File: src/rtl/fp_csr_pkg.sv
`timescale 1ns/1ps
package fp_csr_pkg;
  localparam int N_EXC     = 5;
  localparam int CAUSE_W   = N_EXC + 1;
  localparam int RM_W      = 2;
  localparam int FLAG_LSB  = RM_W;
  localparam int EN_LSB    = FLAG_LSB + N_EXC;
  localparam int CAUSE_LSB = EN_LSB + N_EXC;
  localparam int CSR_W     = CAUSE_LSB + CAUSE_W;

  localparam int EX_INX   = 0;
  localparam int EX_UNF   = 1;
  localparam int EX_OVF   = 2;
  localparam int EX_DZ    = 3;
  localparam int EX_INV   = 4;
  localparam int CA_UNIMP = 5;

  typedef enum logic [RM_W-1:0] {
    RM_RNE = 2'd0,
    RM_RTZ = 2'd1,
    RM_RUP = 2'd2,
    RM_RDN = 2'd3
  } rmode_e;
endpackage

File: src/rtl/fp_csr_eval.sv
`timescale 1ns/1ps
module fp_csr_eval
  import fp_csr_pkg::*;
(
  input  logic               clk_i,
  input  logic               rst_ni,
  input  logic               op_done_i,
  input  logic [N_EXC-1:0]   exc_i,
  input  logic               unimpl_i,
  input  logic [N_EXC-1:0]   en_i,
  output logic [N_EXC-1:0]   evt_o,
  output logic [CAUSE_W-1:0] cause_o,
  output logic               trap_o,
  output logic               wb_en_o
);
  logic trap_hit;

  always_comb begin
    evt_o = exc_i;
    // untrapped underflow needs loss of accuracy as well as tininess
    evt_o[EX_UNF] = exc_i[EX_UNF] & (en_i[EX_UNF] | exc_i[EX_INX]);
    // untrapped overflow delivers an inexact result
    evt_o[EX_INX] = exc_i[EX_INX] | (exc_i[EX_OVF] & ~en_i[EX_OVF]);
    trap_hit = (|(evt_o & en_i)) | unimpl_i;
    trap_o   = op_done_i & trap_hit;
    wb_en_o  = op_done_i & ~trap_hit;
    cause_o  = op_done_i ? {unimpl_i, evt_o} : '0;
  end

  AST_UNIMP_TRAP: assert property (@(posedge clk_i) disable iff (!rst_ni)
    op_done_i && unimpl_i |-> trap_o && !wb_en_o);
  AST_WB_EXCL: assert property (@(posedge clk_i) disable iff (!rst_ni)
    op_done_i |-> (trap_o != wb_en_o));
  AST_IDLE_QUIET: assert property (@(posedge clk_i) disable iff (!rst_ni)
    !op_done_i |-> !trap_o && !wb_en_o);
  AST_UNF_UNTRAPPED: assert property (@(posedge clk_i) disable iff (!rst_ni)
    op_done_i && !en_i[EX_UNF] && !exc_i[EX_INX] && !exc_i[EX_OVF] |-> !trap_cause_unf());

  function automatic logic trap_cause_unf();
    return cause_o[EX_UNF];
  endfunction
endmodule

File: src/rtl/fp_csr_regs.sv
`timescale 1ns/1ps
module fp_csr_regs
  import fp_csr_pkg::*;
(
  input  logic               clk_i,
  input  logic               rst_ni,
  input  logic               wr_en_i,
  input  logic [CSR_W-1:0]   wr_csr_i,
  input  logic               op_done_i,
  input  logic               trap_i,
  input  logic [N_EXC-1:0]   evt_i,
  input  logic [CAUSE_W-1:0] cause_i,
  output logic [RM_W-1:0]    rm_o,
  output logic [N_EXC-1:0]   flags_o,
  output logic [N_EXC-1:0]   en_o,
  output logic [CAUSE_W-1:0] cause_o
);
  logic flag_set;
  assign flag_set = op_done_i & ~trap_i;

  always_ff @(posedge clk_i or negedge rst_ni) begin
    if (!rst_ni) begin
      rm_o    <= RM_RNE;
      en_o    <= '0;
      cause_o <= '0;
    end else if (wr_en_i) begin
      rm_o    <= wr_csr_i[RM_W-1:0];
      en_o    <= wr_csr_i[EN_LSB +: N_EXC];
      cause_o <= wr_csr_i[CAUSE_LSB +: CAUSE_W];
    end else if (op_done_i) begin
      cause_o <= cause_i;
    end
  end

  for (genvar g = 0; g < N_EXC; g++) begin : g_flag
    always_ff @(posedge clk_i or negedge rst_ni) begin
      if (!rst_ni)                   flags_o[g] <= 1'b0;
      else if (wr_en_i)              flags_o[g] <= wr_csr_i[FLAG_LSB+g];
      else if (flag_set && evt_i[g]) flags_o[g] <= 1'b1;
    end
  end

  AST_FLAG_STICKY: assert property (@(posedge clk_i) disable iff (!rst_ni)
    !wr_en_i |=> ((flags_o & $past(flags_o)) == $past(flags_o)));
  AST_TRAP_KEEPS_FLAGS: assert property (@(posedge clk_i) disable iff (!rst_ni)
    trap_i && !wr_en_i |=> $stable(flags_o));
  AST_WR_WINS: assert property (@(posedge clk_i) disable iff (!rst_ni)
    wr_en_i |=> ({cause_o, en_o, flags_o, rm_o} == $past(wr_csr_i)));
  AST_CAUSE_HOLD: assert property (@(posedge clk_i) disable iff (!rst_ni)
    !wr_en_i && !op_done_i |=> $stable(cause_o));
  AST_CAUSE_LOAD: assert property (@(posedge clk_i) disable iff (!rst_ni)
    !wr_en_i && op_done_i |=> cause_o == $past(cause_i));
endmodule

File: src/rtl/fp_csr.sv
`timescale 1ns/1ps
module fp_csr
  import fp_csr_pkg::*;
#(
  parameter int XLEN = 32
) (
  input  logic               clk_i,
  input  logic               rst_ni,
  input  logic               wr_en_i,
  input  logic [XLEN-1:0]    wr_data_i,
  output logic [XLEN-1:0]    rd_data_o,
  input  logic               op_done_i,
  input  logic [N_EXC-1:0]   exc_i,
  input  logic               unimpl_i,
  output logic [RM_W-1:0]    rnd_mode_o,
  output logic               trap_o,
  output logic [CAUSE_W-1:0] trap_cause_o,
  output logic               wb_en_o
);
  localparam int PAD_W = XLEN - CSR_W;

  logic [N_EXC-1:0]   evt;
  logic [N_EXC-1:0]   flags_q;
  logic [N_EXC-1:0]   en_q;
  logic [CAUSE_W-1:0] cause_q;
  logic [RM_W-1:0]    rm_q;
  logic               unused_wr_hi;

  assign unused_wr_hi = ^wr_data_i[XLEN-1:CSR_W];

  fp_csr_eval u_eval (
    .clk_i     (clk_i),
    .rst_ni    (rst_ni),
    .op_done_i (op_done_i),
    .exc_i     (exc_i),
    .unimpl_i  (unimpl_i),
    .en_i      (en_q),
    .evt_o     (evt),
    .cause_o   (trap_cause_o),
    .trap_o    (trap_o),
    .wb_en_o   (wb_en_o)
  );

  fp_csr_regs u_regs (
    .clk_i     (clk_i),
    .rst_ni    (rst_ni),
    .wr_en_i   (wr_en_i),
    .wr_csr_i  (wr_data_i[CSR_W-1:0]),
    .op_done_i (op_done_i),
    .trap_i    (trap_o),
    .evt_i     (evt),
    .cause_i   (trap_cause_o),
    .rm_o      (rm_q),
    .flags_o   (flags_q),
    .en_o      (en_q),
    .cause_o   (cause_q)
  );

  assign rnd_mode_o = rm_q;
  assign rd_data_o  = {{PAD_W{1'b0}}, cause_q, en_q, flags_q, rm_q};

  AST_UPPER_ZERO: assert property (@(posedge clk_i) disable iff (!rst_ni)
    rd_data_o[XLEN-1:CSR_W] == '0);
  AST_RM_FOLLOWS: assert property (@(posedge clk_i) disable iff (!rst_ni)
    wr_en_i |=> rnd_mode_o == $past(wr_data_i[RM_W-1:0]));
endmodule

File: config.mk
export PLATFORM = sky130hd
export DESIGN_NAME = fp_csr
export DESIGN_NICKNAME = d
export VERILOG_FILES = /design/src/rtl/fp_csr_pkg.sv /design/src/rtl/fp_csr_eval.sv /design/src/rtl/fp_csr_regs.sv /design/src/rtl/fp_csr.sv
export SDC_FILE = /design/constraint.sdc
export NUM_CORES = 1
export LEC_CHECK = 0
export ABC_AREA = 1
export BUFFER_PORTS_ARGS = -buffer_cell sky130_fd_sc_hd__buf_4
export CAP_MARGIN = 0
export CORE_MARGIN = 2
export CORE_UTILIZATION = 42
export CTS_CLUSTER_SIZE = 28
export DETAILED_ROUTE_END_ITERATION = 10
export PLACE_DENSITY = 0.85
export SYNTH_ARGS = -nofsm -noshare
export SYNTH_HDL_FRONTEND = slang
export SYNTH_HIERARCHICAL = 1
export SYNTH_SLANG_ARGS = --single-unit
File: constraint.sdc
create_clock -name clk_i -period 2.1 [get_ports clk_i]
set_clock_uncertainty 0.05 [all_clocks]
set_input_delay 0.315 -clock clk_i [delete_from_list [all_inputs] [get_ports clk_i]]
set_output_delay 0.315 -clock clk_i [all_outputs]
set_load 0.05 [all_outputs]
Yosys cells after proc, flatten, opt, wreduce, memory -nomap -nowiden
Cells that the tools add are included.
Operators by class
  mux-type cells: 13
  reduce and logical (&&, ||, !) cells: 12
  bitwise logic cells: 12
Operators with widths (count)
  $mux W6: 3
  $reduce_bool A2 Y1: 6
  $mux W1: 10
  $and A1 B1 Y1: 5
  $and A5 B5 Y5: 1
  $logic_and A1 B1 Y1: 5
  $reduce_or A5 Y1: 1
  $not A1 Y1: 3
  $or A1 B1 Y1: 3
Word-level totals
  flip-flop bits (word level): 18
  logic and storage cells: 45
  input bits: 42
  output and inout bits: 42

Logic depth before layout (Yosys ltp)
  depth after elaboration: 12
  depth in mapped cells: 8

Modules after synthesis
The synthesis kept the hierarchy.
Modules (own cells, without submodules)
  fp_csr_regs: cells an instance 90, seq. area each 450.4 um^2, area each 769.5 um^2, instances 1
  fp_csr_eval: cells an instance 32, seq. area each 0.0 um^2, area each 162.7 um^2, instances 1
  fp_csr: cells an instance 17, seq. area each 0.0 um^2, area each 123.9 um^2, instances 1

Worst setup path after synthesis
No wires, ideal clock.
  path kind: register to register
  start point: register u_regs.en_o[2]
  end point: register u_regs.flags_o[0]
  required time: 1927 ps
  slack: 167 ps
  arrival time: 1761 ps
  library setup time: 123 ps
  period minus slack after synthesis: 1933 ps
  stages on the path, launching flop included: 8
  cell sequence: dfrtp_1 > nand2_1 > nand3_2 > nor2_4 > a21oi_2 > inv_1 > nand3_1 > a21oi_1
On the way
  cells in the longest elaborated chain, start to end: 11
RTL lines
  start, declared: line fp_csr_regs.sv:15  | output logic [N_EXC-1:0] en_o,
  start signal, assigned: line fp_csr_regs.sv:28  | en_o <= wr_csr_i[EN_LSB +: N_EXC];
  $not A1 Y1: line fp_csr_eval.sv:23  | evt_o[EX_INX] = exc_i[EX_INX] | (exc_i[EX_OVF] & ~en_i[EX_OVF]);
  $and A1 B1 Y1: line fp_csr_eval.sv:23
  $or A1 B1 Y1: line fp_csr_eval.sv:23
  $and A5 B5 Y5 *: line fp_csr_eval.sv:24  | trap_hit = (|(evt_o & en_i)) | unimpl_i;
  $reduce_or A5 Y1 *: line fp_csr_eval.sv:24
  $or A1 B1 Y1 *: line fp_csr_eval.sv:24
  $and A1 B1 Y1 *: line fp_csr_eval.sv:25  | trap_o = op_done_i & trap_hit;
  via trap_o: line fp_csr.sv:16  | output logic trap_o,
  $not A1 Y1 *: line fp_csr_regs.sv:19  | assign flag_set = op_done_i & ~trap_i;
  $and A1 B1 Y1 *: line fp_csr_regs.sv:19
  $logic_and A1 B1 Y1 *: line fp_csr_regs.sv:39  | else if (flag_set && evt_i[g]) flags_o[g] <= 1'b1;
  $reduce_bool A2 Y1 (no source line) *
  end signal, assigned by index: line fp_csr_regs.sv:38  | else if (wr_en_i) flags_o[g] <= wr_csr_i[FLAG_LSB+g];
  end, declared: line fp_csr_regs.sv:14  | output logic [N_EXC-1:0] flags_o,
Mark *: on every way through the listed nets, which the timed path passes. The rest lies on a longest branch.
A chain may end at the register's enable or synchronous reset.

Worst setup path in the final report
  start point: register u_regs.en_o[2]
  end point: output port wb_en_o
On the way
  cells in the longest elaborated chain, start to end: 8
RTL lines
  $not A1 Y1: line fp_csr_eval.sv:23
  $and A1 B1 Y1: line fp_csr_eval.sv:23
  $or A1 B1 Y1: line fp_csr_eval.sv:23
  $and A5 B5 Y5 *: line fp_csr_eval.sv:24
  $reduce_or A5 Y1 *: line fp_csr_eval.sv:24
  $or A1 B1 Y1 *: line fp_csr_eval.sv:24
  $not A1 Y1 *: line fp_csr_eval.sv:26  | wb_en_o = op_done_i & ~trap_hit;
  $and A1 B1 Y1 *: line fp_csr_eval.sv:26
  end, declared: line fp_csr.sv:18  | output logic wb_en_o
Mark *: on every way between the ends. The rest lies on a longest branch, timed or not.

==> results by group <==
GRT
  – Gr usage total: 18.4%
  – GRT busiest layer: met2
  – GR Util met1: 21.6%
  – Global-route wire length before repair: 3860 um
  – Grt ovf: 0
  – Met3 GRT Util: 2.50%
  – Number of global-route vias before repair: 935
  – Met2 Usage GRT: 33.7%
  – Pin count of the biggest net entering global routing: 21
  – Initial antenna violation count: 0

Die
  – Total Die Area: 0.00293 mm^2
  – Num ports: 84
  – Height of the chip: 54.1 um
  – Die X: 54.1 um
  – Initial Utilization: 43.4%
  – Core Area: 0.00243 mm^2
  – FP Rows: 18

Cells and area
  – Post-layout util: 58.6%
  – Fin cells: 219
  – Area grow syn2layout: 35.0%
  – Ant diodes: 0
  – Fillcell total: 253
  – Final nets: 232
  – Layout cell share with drive strength beyond 1: 36.5%

Worst hold path
  – Hold Crit Class: in -> reg
  – Hold EP: u_regs/en_o[0]
  – Worst Hold Depth: 3
  – Worst hold path startpoint: wr_data_i[7]

Timing
  – RSZ-0062 raised after global routing: no
  – Setup WS post-layout: 390 ps
  – Final Hold Violating Endpoints: 0
  – Min Tclk post-route: 1710 ps
  – Max-slew violation count: 0
  – Final setup violation count: 0
  – Fmax: 0.585 GHz
  – Setup TNS Final: 0 ps
  – Min Hold Slack: 159 ps
  – Tcrit/Tclk final: 81.4%

Detailed routing
  – Total length of routed wires: 2400 um
  – Residual DRC count: 0
  – DRT Pass-1 Iters: 4
  – DR vias/cell: 4.50
  – Drt wl/cell: 10.9 um
  – Vias post-DR: 985
  – Antenna-violating nets left: 0
  – Drt initial violations: 13

Power and ir drop
  – Peak VDD IR: 467 uV
  – Power Dens Cells: 727 mW/mm^2
  – P_leak: 0.811 nW

Placement
  – Routability cong.: 0.734
  – Dpl ws: 662 ps
  – Placed cell count: 214
  – Final HPWL DP: 1860 um
  – Port Buf Inserts: 55

Clock network
  – CTS H-Tree Depth: 1
  – CTS sink cnt: 18
  – CTS tree: built
  – Post-CTS Hold Buffers: 1
  – Root Driver: clkbuf_4
  – Cts bufs inserted: 3
  – Post-CTS Setup Bufs: 0
  – # resized after CTS: 0
  – Skew-Pair Late Insertion Delay: 290 ps
  – Reg clk slew, reported paths: 110 ps
  – Maximum buffer depth of the clock tree: 2

Status
  – Status: finished, final reports clean

Setup path
  – Worst-path fanout max: 4
  – CP arrival: 1350 ps
  – Worst Setup End Kind: primary output
  – Slowest stage cell, crit path: dfrtp_1
  – Reg2Reg Setup Slack: 850 ps
  – R2R cell count: 7
  – Worst setup SP type: flip-flop
  – CP max stage delay: 420 ps
  – Setup CP Type: reg -> out
  – Req. time, crit path: 1740 ps
  – R2r endpoint: u_regs/flags_o[3]
  – Crit Reg-Reg Startpoint: u_regs/en_o[2]
  – Worst-path cell chain: nand2_1 -> nand3_2 -> nor2_4 -> nand2_2 -> nor2_2 -> buf_4

Logic synthesis
  – Async SR Flop Fraction: 100%
  – Syn Std Cell Area: 0.00106 mm^2
  – Number of synthesized flops with an enable pin: 0
  – Mean Syn Cell Area: 7.60 um^2
  – Synthesis-stage register bit count: 18
  – Distinct cells, synth: 16
  – Mapped Cells: 139
  – Ys flop type: dfrtp_1
  – Synth Warn #: 6
  – Sequential area share after synthesis: 42.7%

Flow run
  – Maxcap violations: 0
cell families (layout without fill, tap and decap cells):
logic type / Yosys count / count (layout) / synth area share, %
and+or+nand+nor: 78 / 78 / 32.2
other: 1 / 14 / 0.355
AOI/OAI and AO/OA: 8 / 8 / 4.15
DFF: 18 / 18 / 42.7
buffers and inverters: 34 / 71 / 20.6
critical path: cells and delay by family, from the launching register on:
kind	cells	cell delay (ps)
and+or+nand+nor	5	430
DFF	1	420
buffers and inverters	1	200
routing by layer:
metal  wire length, um  part of all wire, %
met1               954                   40
met3               199                  8.3
met2              1230                   51
met5                 0                    0
met4                13                 0.54
layout make-up:
cell class | instances | area, um^2 | area share [%]
repair buffers | 56 | 423 | 29.7
flip-flops and latches | 18 | 450 | 31.6
inverters | 11 | 41.3 | 2.90
well taps | 30 | 37.5 | 2.63
multi-input cells | 100 | 437 | 30.6
clock buffers | 4 | 36.3 | 2.55
registers in the layout (all words and copies together) (netlist names):
name            flops
u_regs/cause_o      6
u_regs/flags_o      5
u_regs/rm_o         2
u_regs/en_o         5
cell usage in the layout (no fill, tap or decap), types with 3 or more instances in the layout:
| master | count |
|---|---|
| nor2_1 | 11 |
| conb_1 | 14 |
| buf_4 | 55 |
| nand2_2 | 3 |
| nand3_1 | 17 |
| inv_1 | 9 |
| nand2_1 | 43 |
| a21oi_1 | 6 |
| dfrtp_1 | 18 |
| clkbuf_4 | 3 |
metrics by stage:
step / area, um^2 / power [mW]
floorplan: 1100 / 0.722
global placement: 1380 / 0.821
detailed placement: 1380 / 0.826
CTS: 1430 / 1.04
global route: 1430 / 1.08
finish: 1430 / 1.04
synth_stat cells (2+ instances only):
cell type | instances | area [um^2]
a21oi_1 | 6 | 30.0
buf_4 | 22 | 165
dfrtp_1 | 18 | 450
inv_1 | 9 | 33.8
inv_2 | 2 | 7.51
nand2_1 | 43 | 161
nand2_2 | 3 | 18.8
nand3_1 | 17 | 85.1
nor2_1 | 11 | 41.3
nor2_2 | 2 | 12.5
worst max-delay path by stage:
stage               cells past startpoint           endpoint            from
floorplan                               7  u_regs/flags_o[0]  u_regs/en_o[2]
global placement                        4    trap_cause_o[0]       op_done_i
detailed placement                      4    trap_cause_o[0]       op_done_i
CTS                                     6            wb_en_o  u_regs/en_o[2]
global route                            6             trap_o  u_regs/en_o[2]
finish                                  6            wb_en_o  u_regs/en_o[2]
power breakdown:
part | switching [mW] | total, mW | internal [mW]
logic | 0.302 | 0.420 | 0.118
registers | 0.0201 | 0.398 | 0.378
clock network | 0.113 | 0.218 | 0.106
Note: power is estimated with default switching activity, not from simulation.
